### src/rtl/range_peak_pkg.sv
package range_peak_pkg;
  typedef enum logic [1:0] {
    RNG_LOW  = 2'b00,
    RNG_NEAR = 2'b01,
    RNG_FULL = 2'b10,
    RNG_OVER = 2'b11
  } rng_code_t;
endpackage

### src/rtl/range_peak_rst_sync.sv
module range_peak_rst_sync (
  input  logic clk,
  input  logic rst_n,
  output logic rst_sync_n
);
  logic [1:0] sync_q;

  always_ff @(posedge clk or negedge rst_n) begin
    if (!rst_n) sync_q <= 2'b00;
    else        sync_q <= {sync_q[0], 1'b1};
  end

  assign rst_sync_n = sync_q[1];
endmodule

### src/rtl/range_peak_classify.sv
module range_peak_classify
  import range_peak_pkg::*;
#(
  parameter int unsigned W       = 16,
  parameter int unsigned TH_M1DB = 26000,
  parameter int unsigned TH_0DB  = 29000,
  parameter int unsigned TH_P1DB = 32000
) (
  input  logic [W-1:0] smp_i,
  output rng_code_t    cls_o
);
  localparam logic [W-1:0] MAX_MAG = {1'b0, {(W-1){1'b1}}};
  localparam logic [W-1:0] MIN_NEG = {1'b1, {(W-1){1'b0}}};
  localparam logic [W-1:0] LIM_LO  = TH_M1DB[W-1:0];
  localparam logic [W-1:0] LIM_MID = TH_0DB[W-1:0];
  localparam logic [W-1:0] LIM_HI  = TH_P1DB[W-1:0];

  logic [W-1:0] mag;

  always_comb begin
    if (smp_i == MIN_NEG)   mag = MAX_MAG;
    else if (smp_i[W-1])    mag = (~smp_i) + 1'b1;
    else                    mag = smp_i;
  end

  always_comb begin
    if (mag <= LIM_LO)       cls_o = RNG_LOW;
    else if (mag <= LIM_MID) cls_o = RNG_NEAR;
    else if (mag <= LIM_HI)  cls_o = RNG_FULL;
    else                     cls_o = RNG_OVER;
  end
endmodule

### src/rtl/range_peak_hold.sv
module range_peak_hold
  import range_peak_pkg::*;
(
  input  logic      clk,
  input  logic      rst_n,
  input  logic      clr_i,
  input  logic      vld_i,
  input  rng_code_t cls_i,
  output rng_code_t code_o
);
  rng_code_t code_q;
  rng_code_t code_d;
  logic      code_en;

  always_comb begin
    code_en = 1'b0;
    code_d  = code_q;
    if (clr_i) begin
      code_en = 1'b1;
      code_d  = RNG_LOW;
    end else if (vld_i && (cls_i > code_q)) begin
      code_en = 1'b1;
      code_d  = cls_i;
    end
  end

  always_ff @(posedge clk or negedge rst_n) begin
    if (!rst_n)       code_q <= RNG_LOW;
    else if (code_en) code_q <= code_d;
  end

  assign code_o = code_q;
endmodule

### src/rtl/range_peak_top.sv
module range_peak_top
  import range_peak_pkg::*;
#(
  parameter int unsigned W       = 16,
  parameter int unsigned TH_M1DB = 26000,
  parameter int unsigned TH_0DB  = 29000,
  parameter int unsigned TH_P1DB = 32000,
  parameter int unsigned REG_W   = 8
) (
  input  logic             clk,
  input  logic             rst_n,
  input  logic             pwr_down_i,
  input  logic             host_wr_i,
  input  logic             left_vld_i,
  input  logic [W-1:0]     left_smp_i,
  input  logic             right_vld_i,
  input  logic [W-1:0]     right_smp_i,
  output logic [REG_W-1:0] dbg_reg_o
);
  localparam int unsigned NCH    = 2;
  localparam int unsigned CODE_W = 2;
  localparam int unsigned USED_W = NCH * CODE_W;

  logic         rst_sync_n;
  logic         clr_all;
  logic [W-1:0] smp   [NCH];
  logic         vld   [NCH];
  rng_code_t    cls   [NCH];
  rng_code_t    code  [NCH];

  range_peak_rst_sync u_rst (
    .clk        (clk),
    .rst_n      (rst_n),
    .rst_sync_n (rst_sync_n)
  );

  assign clr_all = host_wr_i | pwr_down_i;
  assign smp[0]  = left_smp_i;
  assign smp[1]  = right_smp_i;
  assign vld[0]  = left_vld_i;
  assign vld[1]  = right_vld_i;

  for (genvar ch = 0; ch < NCH; ch++) begin : g_ch
    range_peak_classify #(
      .W(W), .TH_M1DB(TH_M1DB), .TH_0DB(TH_0DB), .TH_P1DB(TH_P1DB)
    ) u_cls (
      .smp_i (smp[ch]),
      .cls_o (cls[ch])
    );

    range_peak_hold u_hold (
      .clk    (clk),
      .rst_n  (rst_sync_n),
      .clr_i  (clr_all),
      .vld_i  (vld[ch]),
      .cls_i  (cls[ch]),
      .code_o (code[ch])
    );

    assign dbg_reg_o[ch*CODE_W +: CODE_W] = code[ch];
  end

  assign dbg_reg_o[REG_W-1:USED_W] = '0;
endmodule

### config.mk
export PLATFORM = sky130hd
export DESIGN_NAME = range_peak_top
export DESIGN_NICKNAME = d
export VERILOG_FILES = /design/src/rtl/range_peak_pkg.sv /design/src/rtl/range_peak_rst_sync.sv /design/src/rtl/range_peak_classify.sv /design/src/rtl/range_peak_hold.sv /design/src/rtl/range_peak_top.sv
export SDC_FILE = /design/constraint.sdc
export NUM_CORES = 1
export LEC_CHECK = 0
export CAP_MARGIN = 0
export CORE_MARGIN = 1
export CORE_UTILIZATION = 55
export DETAILED_ROUTE_END_ITERATION = 10
export GPL_ROUTABILITY_DRIVEN = 0
export GPL_TIMING_DRIVEN = 0
export HOLD_SLACK_MARGIN = 0.15
export PLACE_DENSITY = 0.92
export RECOVER_POWER = 100
export SYNTH_ARGS = -nofsm -noshare
export SYNTH_HDL_FRONTEND = slang
export SYNTH_SLANG_ARGS = --single-unit
### constraint.sdc
create_clock -name clk -period 1.3 [get_ports clk]
set_input_delay 0.26 -clock clk [delete_from_list [all_inputs] [get_ports clk]]
set_output_delay 0.26 -clock clk [all_outputs]
set_load 0.05 [all_outputs]
== Yosys cells after proc, flatten, opt, wreduce, memory -nomap -nowiden ==
Index checks and enable logic that the tools add are counted.

* Register bits: 6
* Logic and storage cells: 42
* Output and inout port bits: 8

* Multiplexer cells: 18
* Bitwise logic cells: 3
* Add/sub/neg operators: 2
* $lt $le $gt $ge: 8
* Reductions and logical operators: 6
* Equal/unequal tests: 2

{| class="wikitable"
|+ Operator list
! kind !! count
|-
| 16-bit by 15-bit less-or-equal comparator with 1-bit output (second input constant) || 6
|-
| 16-bit two-way mux || 4
|-
| 16-bit by 1-bit adder with 16-bit output (second input constant) || 2
|-
| 16-bit == test (second input constant) || 2
|-
| 16-bit NOT || 2
|-
| 2-bit two-way mux || 8
|-
| 1-bit two-way mux || 6
|-
| 2-bit greater-than comparator || 2
|-
| 2-bit AND reduction || 2
|-
| 2-bit nonzero test || 2
|-
| 1-bit logical AND || 2
|-
| 1-bit bitwise OR || 1
|}

== Logic depth before layout (Yosys ltp) ==
Gate-level depths: netlist of the first run.

* Depth in word-level cells: 13
* Mapped depth: 17

== Hierarchy ==
From an unflattened synthesis of the first run, not the netlist that was laid out.

* Cell total of the unflattened synthesis: 277
* Area total of the unflattened synthesis: 2015.7 um^2

{| class="wikitable"
|+ By module, submodules not included
! module !! area an instance (um^2) !! instances !! cells an instance
|-
| range_peak_classify || 813.3 || 2 || 119
|-
| range_peak_hold || 147.6 || 2 || 15
|-
| range_peak_rst_sync || 53.8 || 1 || 3
|-
| range_peak_top || 40.0 || 1 || 6
|}

== Worst setup path before layout of the first run ==
OpenSTA, ideal clock, no wires.

* Path kind: input -> register
* Start: input left_smp_i[0]
* End: register g_ch[0].u_hold.code_q[0]
* Path slack: -2.256 ns
* Data required time: 1.180 ns
* Buffers on the path: 1
* Library setup time: 0.120 ns
* Cell stages on the path: 15
* Data arrival time: 3.435 ns
* Cell sequence: inv_1 -> ha_1 -> or3b_1 -> clkbuf_1 -> or4_1 -> or3_1 -> o311a_1 -> o21a_1 -> o211ai_1 -> and2_1 -> ha_1 -> nor2b_1 -> o211ai_1 -> inv_1 -> a41o_1

* Longest elaborated chain between the ends: 13

{| class="wikitable"
|+ RTL lines
! item !! line !! text
|-
| from (decl) || range_peak_top.sv:15 || <nowiki>input logic [W-1:0] left_smp_i,</nowiki>
|-
| 16-bit NOT || range_peak_classify.sv:22 || <nowiki>else if (smp_i[W-1]) mag = (~smp_i) + 1'b1;</nowiki>
|-
| 16-bit by 1-bit adder with 16-bit output || range_peak_classify.sv:22 ||
|-
| 16-bit two-way mux || range_peak_classify.sv:22 ||
|-
| 16-bit two-way mux * || range_peak_classify.sv:21 || <nowiki>if (smp_i == MIN_NEG) mag = MAX_MAG;</nowiki>
|-
| 16-bit by 15-bit less-or-equal comparator with 1-bit output || range_peak_classify.sv:29 || <nowiki>else if (mag <= LIM_HI) cls_o = RNG_FULL;</nowiki>
|-
| 1-bit two-way mux || range_peak_classify.sv:29 ||
|-
| 2-bit two-way mux || range_peak_classify.sv:28 || <nowiki>else if (mag <= LIM_MID) cls_o = RNG_NEAR;</nowiki>
|-
| 2-bit two-way mux * || range_peak_classify.sv:27 || <nowiki>if (mag <= LIM_LO) cls_o = RNG_LOW;</nowiki>
|-
| 2-bit greater-than comparator || range_peak_hold.sv:21 || <nowiki>end else if (vld_i && (cls_i > code_q)) begin</nowiki>
|-
| 1-bit logical AND || range_peak_hold.sv:21 ||
|-
| 1-bit two-way mux || range_peak_hold.sv:21 ||
|-
| 1-bit two-way mux || range_peak_hold.sv:18 || <nowiki>if (clr_i) begin</nowiki>
|-
| 2-bit AND reduction (no source line) || n/a ||
|-
| to (signal assigned) || range_peak_hold.sv:29 || <nowiki>else if (code_en) code_q <= code_d;</nowiki>
|-
| to (decl) || range_peak_hold.sv:11 || <nowiki>rng_code_t code_q;</nowiki>
|}

Mark *: on every way between the ends. The rest lies on a longest branch, timed or not. The select of a mux whose other input is x is not followed.
A chain may end at the register's enable or synchronous reset.

== Worst setup path after layout of the first run ==
* Start: input left_smp_i[15]
* End: register g_ch[0].u_hold.code_q[0]

The elaborated chain is that of the path after synthesis.

==> flow_summary.yaml, run 1 <==
yosys:
  synth.cells.most_frequent: "sky130_fd_sc_hd__nand2_1 (27), sky130_fd_sc_hd__nor2_1 (18), sky130_fd_sc_hd__a21oi_1 (15), sky130_fd_sc_hd__inv_1 (12)"
  synth_top_area_share_pct: 7.97
  yosys_register_bits: 6
  synth.distinct_cells: 72
  yosys_warnings: 0
  synth.cell_area_sq_um: 1880
  netlist.top_cell.by_area: "sky130_fd_sc_hd__dfrtp_1"
  ys_seq_area_share_pct: 7.97
  dominantRegCellSynth: "sky130_fd_sc_hd__dfrtp_1"
  synth.top_cells.by_area: "sky130_fd_sc_hd__dfrtp_1 (8.0%), sky130_fd_sc_hd__nand2_1 (5.4%), sky130_fd_sc_hd__xor2_1 (5.1%)"
  asyncSetResetFlopFracSynth_pct: 100
  post_synth_edffs: 0
  syn-mean-instance-area_sq_um: 6.90
  post_synth_inst_count: 273
  synthMostInstantiatedCell: "sky130_fd_sc_hd__nand2_1"
critical_path:
  r2r_setup_slack_ps: -370
  r2r.worst_path.cells: 7
  worstPathArrival_ps: 3660
  critPathMaxFanout: 10
  critical_path_class: "in2reg"
  crit_path_capture_type: "flop"
  worst_setup_sp_type: "input port"
  crit_required_ps: 1420
  regToRegEndpoint: "g_ch[1].u_hold.code_o[0]"
  r2r_start: "g_ch[1].u_hold.code_o[1]"
clock_tree:
  cts_buffer_depth: 2
  cts.root.buffer_cell: "sky130_fd_sc_hd__clkbuf_4"
  clock-sinks: 6
  clock_latency_ps: 240
  htree_levels: 1
  number_of_buffers_created_by_cts: 3
  cts_tree: "built"
  clk_pin_slew_worst_paths_ps: 50
global_route:
  gr-usage-all-layers_pct: 36.6
  number_of_antenna_violations_at_the_first_check_in_global_routing: 0
  global_route_wire_length_before_repair_microns: 10400
  via_count_of_the_first_global_routing_pass: 2377
  grt_start_max_net_pins: 11
  grt-ovfl-total: 0
layout:
  final_net_count: 386
  post_route_cells_drive_above_1_share_pct: 33.8
  synthToLayoutAreaGrowth_pct: 48.6
  post_layout_nonfiller_instances: 384
  diodes: 0
job:
  max_cap_viol_count: 0
detailed_routing:
  final_antenna_net_count: 0
  detailroute.via_count: 2850
  drt-total-wl_microns: 8180
  drcViolationCount: 0
  detail_route.vias_per_cell: 7.42
  detail_route.wl_per_cell_microns: 21.3
  dr.pass1.iters: 5
  initialDrtViolationCount: 421
floorplan:
  die-area_sq_um: 3660
  num_rows: 20
  pin_count: 46
  initial_utilization_pct: 59.8
  floorplan.die.height_microns: 60.5
  placeableCoreArea_sq_um: 3150
  die_w_microns: 60.5
timing:
  final_hold_violation_count: 0
  rsz0062_at_grt: "yes"
  smallest_setup_slack_after_layout_ps: -2240
  clock_skew_ps: 6.09
  timing.final.crit_period_ps: 3540
  max_slew.worst_pin.slew_ps: 712
  tns_ps: -8700
  finalMaxSlewViolations: 0
  final_min_period_over_clock_period_pct: 272
  final-setup-viol-count: 4
  headroom_to_the_max_slew_limit_pct: 52.4
  max_clock_freq_ghz: 0.282
placement:
  place.port_buffers: 34
  numPlacedInstances: 354
  detailedPlace.worstSlack_ps: -3080
  half_perimeter_wire_length_of_the_detailed_placement_result_microns: 4030
power_and_ir_drop:
  power_leakage_uw: 0.00116
  switching_power_uw: 562
  power.share.switching_pct: 45.4
  share_clk_of_total_power_pct: 13.9
  share_comb_of_total_power_pct: 70.4
  peakVddDrop_v: 0.000317
  seqPwrFrac_pct: 15.7
  p_int_uw: 676
  power.density_cell_area_nw_per_um2: 442
status:
  failing_checks: "setup timing"
  status: "finished with violations"
hold_path:
  hold_class: "in2async"
## timing repair
action,CTS,global route
hold endpoints to repair,4,0
hold buffers,1,0
pin swaps,33,22
buffers inserted,24,4
resized for setup,98,44
endpoints found under the setup margin,8,6
## logic make-up after synthesis
logic type	Yosys count	synth area share, %
fa+ha+maj	6	3.98
xor+xnor	17	7.90
compound gates	81	32.4
mux	3	1.59
simple gates	125	37.8
buf+inv	33	7.97
other cells	2	0.399
flops	6	7.97
## cell usage in the layout (no fill, tap or decap), types with 7 or more instances in the layout
master / Yosys / routed
sky130_fd_sc_hd__buf_4: 4 / 32
sky130_fd_sc_hd__nand2_1: 27 / 26
sky130_fd_sc_hd__nor2_1: 18 / 18
sky130_fd_sc_hd__a21oi_1: 15 / 14
sky130_fd_sc_hd__xor2_1: 11 / 11
sky130_fd_sc_hd__nor3_1: 9 / 9
sky130_fd_sc_hd__clkdlybuf4s50_1: 0 / 9
sky130_fd_sc_hd__inv_1: 12 / 8
sky130_fd_sc_hd__clkbuf_2: 0 / 8
sky130_fd_sc_hd__nand3_1: 8 / 8
sky130_fd_sc_hd__o21ai_0: 8 / 7
## state kept, by name (all words and copies together) (netlist names)
| register | count |
|---|---|
| g_ch.u_hold.code_o | 4 |
| u_rst.sync_q | 2 |
## critical path: stages
cell and delay (ps):
sky130_fd_sc_hd__clkdlybuf4s50_1 540, sky130_fd_sc_hd__clkbuf_2 270, sky130_fd_sc_hd__nand2_1 160, sky130_fd_sc_hd__o41a_1 480, sky130_fd_sc_hd__or2_4 290, sky130_fd_sc_hd__o21a_1 200, sky130_fd_sc_hd__o211ai_1 260, sky130_fd_sc_hd__and2_4 210
sky130_fd_sc_hd__ha_4 190, sky130_fd_sc_hd__nor2b_4 120, sky130_fd_sc_hd__o211ai_1 290, sky130_fd_sc_hd__inv_1 110, sky130_fd_sc_hd__a41o_1 270
## final cells by class
type                       instances  area (sq um)
buffer                            18           139
clock buffer                       3          22.5
fill                             166           353
inverter                          13          68.8
multi-input combinational        237          1820
sequential                         6           150
tap                               44          55.1
timing repair buffer              63           543
## metrics by stage
stage | hold slack (ps) | power [uW] | util, % | instance area (sq um)
floorplan | -35.6 | 635 | - | 2010
CTS | 183 | 1090 | 85.5 | 2700
global route | 257 | 1310 | 88.8 | 2800
finish | 258 | 1240 | 88.8 | 2800
global placement | 55.9 | 839 | 76.4 | 2410
detailed placement | 54.1 | 853 | 76.4 | 2410
## per-layer routing
metal	vias up	GRT usage, %	part of all wire (%)
li1	1176	-	-
met1	1269	43.9	34
met2	303	65.6	46
met3	102	6.18	12
met4	0	12.7	7.6
met5	-	0	0
## how the worst max path moves through the flow
stage / from / to
6_report: left_smp_i[15] / g_ch[0].u_hold.code_o[0]
5_1_grt: right_smp_i[5] / g_ch[1].u_hold.code_o[0]
4_1_cts: left_smp_i[0] / g_ch[0].u_hold.code_o[0]
3_5_place_dp: left_smp_i[1] / g_ch[0].u_hold.code_o[0]
3_3_place_gp: left_smp_i[1] / g_ch[0].u_hold.code_o[0]
2_1_floorplan: left_smp_i[7] / g_ch[0].u_hold.code_o[0]
## power by group through the flow
stage	Sequential, uW	Clock (uW)	Combinational [uW]
after detailed placement	199	0	654
after floorplan	202	0	433
after global routing	194	185	927
after global placement	199	0	641
final	194	173	871
after CTS	194	163	729
(Power assumes the default switching activity.)
==> inputs of run 2 (changes only) <==
--- a/config.mk
+++ b/config.mk
@@ -7,13 +7,14 @@
 export LEC_CHECK = 0
 export CAP_MARGIN = 0
 export CORE_MARGIN = 1
-export CORE_UTILIZATION = 55
+export CORE_UTILIZATION = 50
 export DETAILED_ROUTE_END_ITERATION = 10
 export GPL_ROUTABILITY_DRIVEN = 0
 export GPL_TIMING_DRIVEN = 0
 export HOLD_SLACK_MARGIN = 0.15
-export PLACE_DENSITY = 0.92
+export PLACE_DENSITY = 0.85
 export RECOVER_POWER = 100
+export SETUP_SLACK_MARGIN = 0.4
 export SYNTH_ARGS = -nofsm -noshare
 export SYNTH_HDL_FRONTEND = slang
 export SYNTH_SLANG_ARGS = --single-unit
==> flow_summary.yaml, run 2 (same netlist as run 1, synthesis figures left out) <==
status:
  status: "finished with violations"
  failing_checks: "setup timing"
floorplan:
  die-area_sq_um: 4020
  die_w_microns: 63.4
  floorplan.die.height_microns: 63.4
  num_rows: 21
  placeableCoreArea_sq_um: 3470
  initial_utilization_pct: 54.3
  pin_count: 46
timing:
  timing.hold.ws_ps: 275
  max_clock_freq_ghz: 0.276
  headroom_to_the_max_slew_limit_pct: 61.3
  finalMaxSlewViolations: 0
  timing.final.crit_period_ps: 3620
  max_slew.worst_pin.slew_ps: 576
  smallest_setup_slack_after_layout_ps: -2320
  clock_skew_ps: 3.56
  final_hold_violation_count: 0
  final_min_period_over_clock_period_pct: 278
  rsz0062_at_grt: "yes"
  final-setup-viol-count: 4
layout:
  post_route_cells_drive_above_1_share_pct: 36.0
  largest_register_ffs: 4
  layout_commonest_cell: "sky130_fd_sc_hd__buf_4"
  post_layout_nonfiller_instances: 399
  diodes: 0
  synthToLayoutAreaGrowth_pct: 53.6
  mostFrequentLayoutCells: "sky130_fd_sc_hd__buf_4 (43), sky130_fd_sc_hd__nand2_1 (26), sky130_fd_sc_hd__nor2_1 (18)"
  final_net_count: 399
power_and_ir_drop:
  share_clk_of_total_power_pct: 20.9
  power_leakage_uw: 0.00123
  power.density_cell_area_nw_per_um2: 460
  peakVddDrop_v: 0.000326
  share_comb_of_total_power_pct: 64.5
  p_int_uw: 799
  seqPwrFrac_pct: 14.6
  power.share.switching_pct: 40.0
  switching_power_uw: 533
critical_path:
  cpMaxStageDelayCell: "sky130_fd_sc_hd__or4_4"
  crit_start: "left_smp_i[9]"
  worst_setup_sp_type: "input port"
  crit_required_ps: 1400
  critPathMaxFanout: 6
  r2r.worst_path.cells: 6
  r2r_start: "g_ch[0].u_hold.code_o[1]"
  r2r_setup_slack_ps: -400
  worstPathArrival_ps: 3720
  regToRegEndpoint: "g_ch[0].u_hold.code_o[0]"
  ordered_list_of_cells_on_the_worst_path: "buf_2 > or4_4 > or3_4 > or4_4 > o211ai_4 > buf_4 > nand3_1 > mux2i_1 > o211ai_1 > nand2_1 > ha_1 > nor2b_1 > o211ai_1 > and3_1 > a41o_1"
  max_stage_delay_ps: 570
  crit_path_capture_type: "flop"
  critical_path.endpoint: "g_ch[0].u_hold.code_o[0]"
  critical_path_class: "in2reg"
global_route:
  use_met3_pct: 2.54
  met1_usage_pct: 40.2
  gr-usage-all-layers_pct: 30.3
  grt_start_max_net_pins: 11
  via_count_of_the_first_global_routing_pass: 2267
  globalRouteMet2Util_pct: 52.0
  global_route_wire_length_before_repair_microns: 10100
  grt-ovfl-total: 0
  grt-busiest-layer: "met2"
  number_of_antenna_violations_at_the_first_check_in_global_routing: 0
clock_tree:
  number_of_buffers_created_by_cts: 3
  clk_pin_slew_worst_paths_ps: 40
  htree_levels: 1
  clock-sinks: 6
  clock_latency_ps: 220
  cts_tree: "built"
  cts.root.buffer_cell: "sky130_fd_sc_hd__clkbuf_8"
  cts_buffer_depth: 2
job:
  max_cap_viol_count: 0
detailed_routing:
  drt-total-wl_microns: 6860
  detail_route.vias_per_cell: 6.70
  detail_route.wl_per_cell_microns: 17.2
  drcViolationCount: 0
  dr.pass1.iters: 5
  detailroute.via_count: 2672
  initialDrtViolationCount: 312
  final_antenna_net_count: 0
placement:
  detailedPlace.worstSlack_ps: -3060
  place.port_buffers: 34
  numPlacedInstances: 356
  half_perimeter_wire_length_of_the_detailed_placement_result_microns: 4050
hold_path:
  hold_class: "in2async"
-- run 2: changes by cell type in the layout (fill, tap and decap cells not counted), sizes merged --
| cell | change |
|---|---|
| clkdlybuf4s15 | -4 |
| clkbuf | +2 |
| buf | +15 |
-- run 2: worst min-delay path by stage --
| stage | start | to | slack (ps) |
|---|---|---|---|
| CTS | rst_n | u_rst.sync_q[0] | 210 |
| global placement | u_rst.sync_q[1] | g_ch[0].u_hold.code_o[0] | 60 |
| floorplan | rst_n | u_rst.sync_q[0] | -40 |
| finish | rst_n | u_rst.sync_q[1] | 270 |
| global route | rst_n | u_rst.sync_q[0] | 280 |
| detailed placement | u_rst.sync_q[1] | g_ch[0].u_hold.code_o[0] | 70 |
-- run 2: stage by stage --
step	setup TNS, ps	util (%)	total power [uW]	instance area, sq um
2_1_floorplan	-7830	-	635	2010
3_3_place_gp	-12070	69.6	845	2410
3_5_place_dp	-12360	69.6	858	2410
4_1_cts	-7940	80.2	1230	2780
5_1_grt	-9310	83.4	1400	2890
6_report	-8820	83.4	1330	2890
-- run 2: cell type report --
cell class | count | area, sq um
inverters | 13 | 68.8
plain buffers | 20 | 179
clock buffers | 3 | 41.3
well taps | 46 | 57.6
fillers | 235 | 574
flip-flops and latches | 6 | 150
repair buffers | 74 | 611
multi-input cells | 237 | 1790
-- run 2: repair_timing --
item,4_1_cts,5_1_grt
pin swaps,32,27
endpoints found under the hold margin,4,0
hold buffers,1,0
setup endpoints to repair,8,8
resized for setup,118,29
setup buffers,29,10
-- run 2: routing by layer --
| metal | share of wire (%) | wire length (microns) | up-vias |
|---|---|---|---|
| met5 | 0 | 0 | - |
| met4 | 4.7 | 323 | 0 |
| met3 | 8.1 | 553 | 54 |
| met2 | 46 | 3190 | 204 |
| met1 | 41 | 2800 | 1220 |
| li1 | - | - | 1194 |
-- run 2: power by group through the flow --
stage | Combinational (uW) | Sequential (uW) | Clock (uW)
final | 859 | 195 | 278
after global routing | 914 | 195 | 289
after CTS | 757 | 195 | 273
after detailed placement | 659 | 199 | 0
after global placement | 647 | 199 | 0
after floorplan | 433 | 202 | 0
-- run 2: worst max-delay path: cells and delay by family --
| family | cells | cell delay [ps] |
|---|---|---|
| and+or+nand+nor | 7 | 2020 |
| AOI/OAI and AO/OA | 4 | 780 |
| buffers and inverters | 2 | 290 |
| adders and majority gates | 1 | 220 |
| muxes | 1 | 160 |
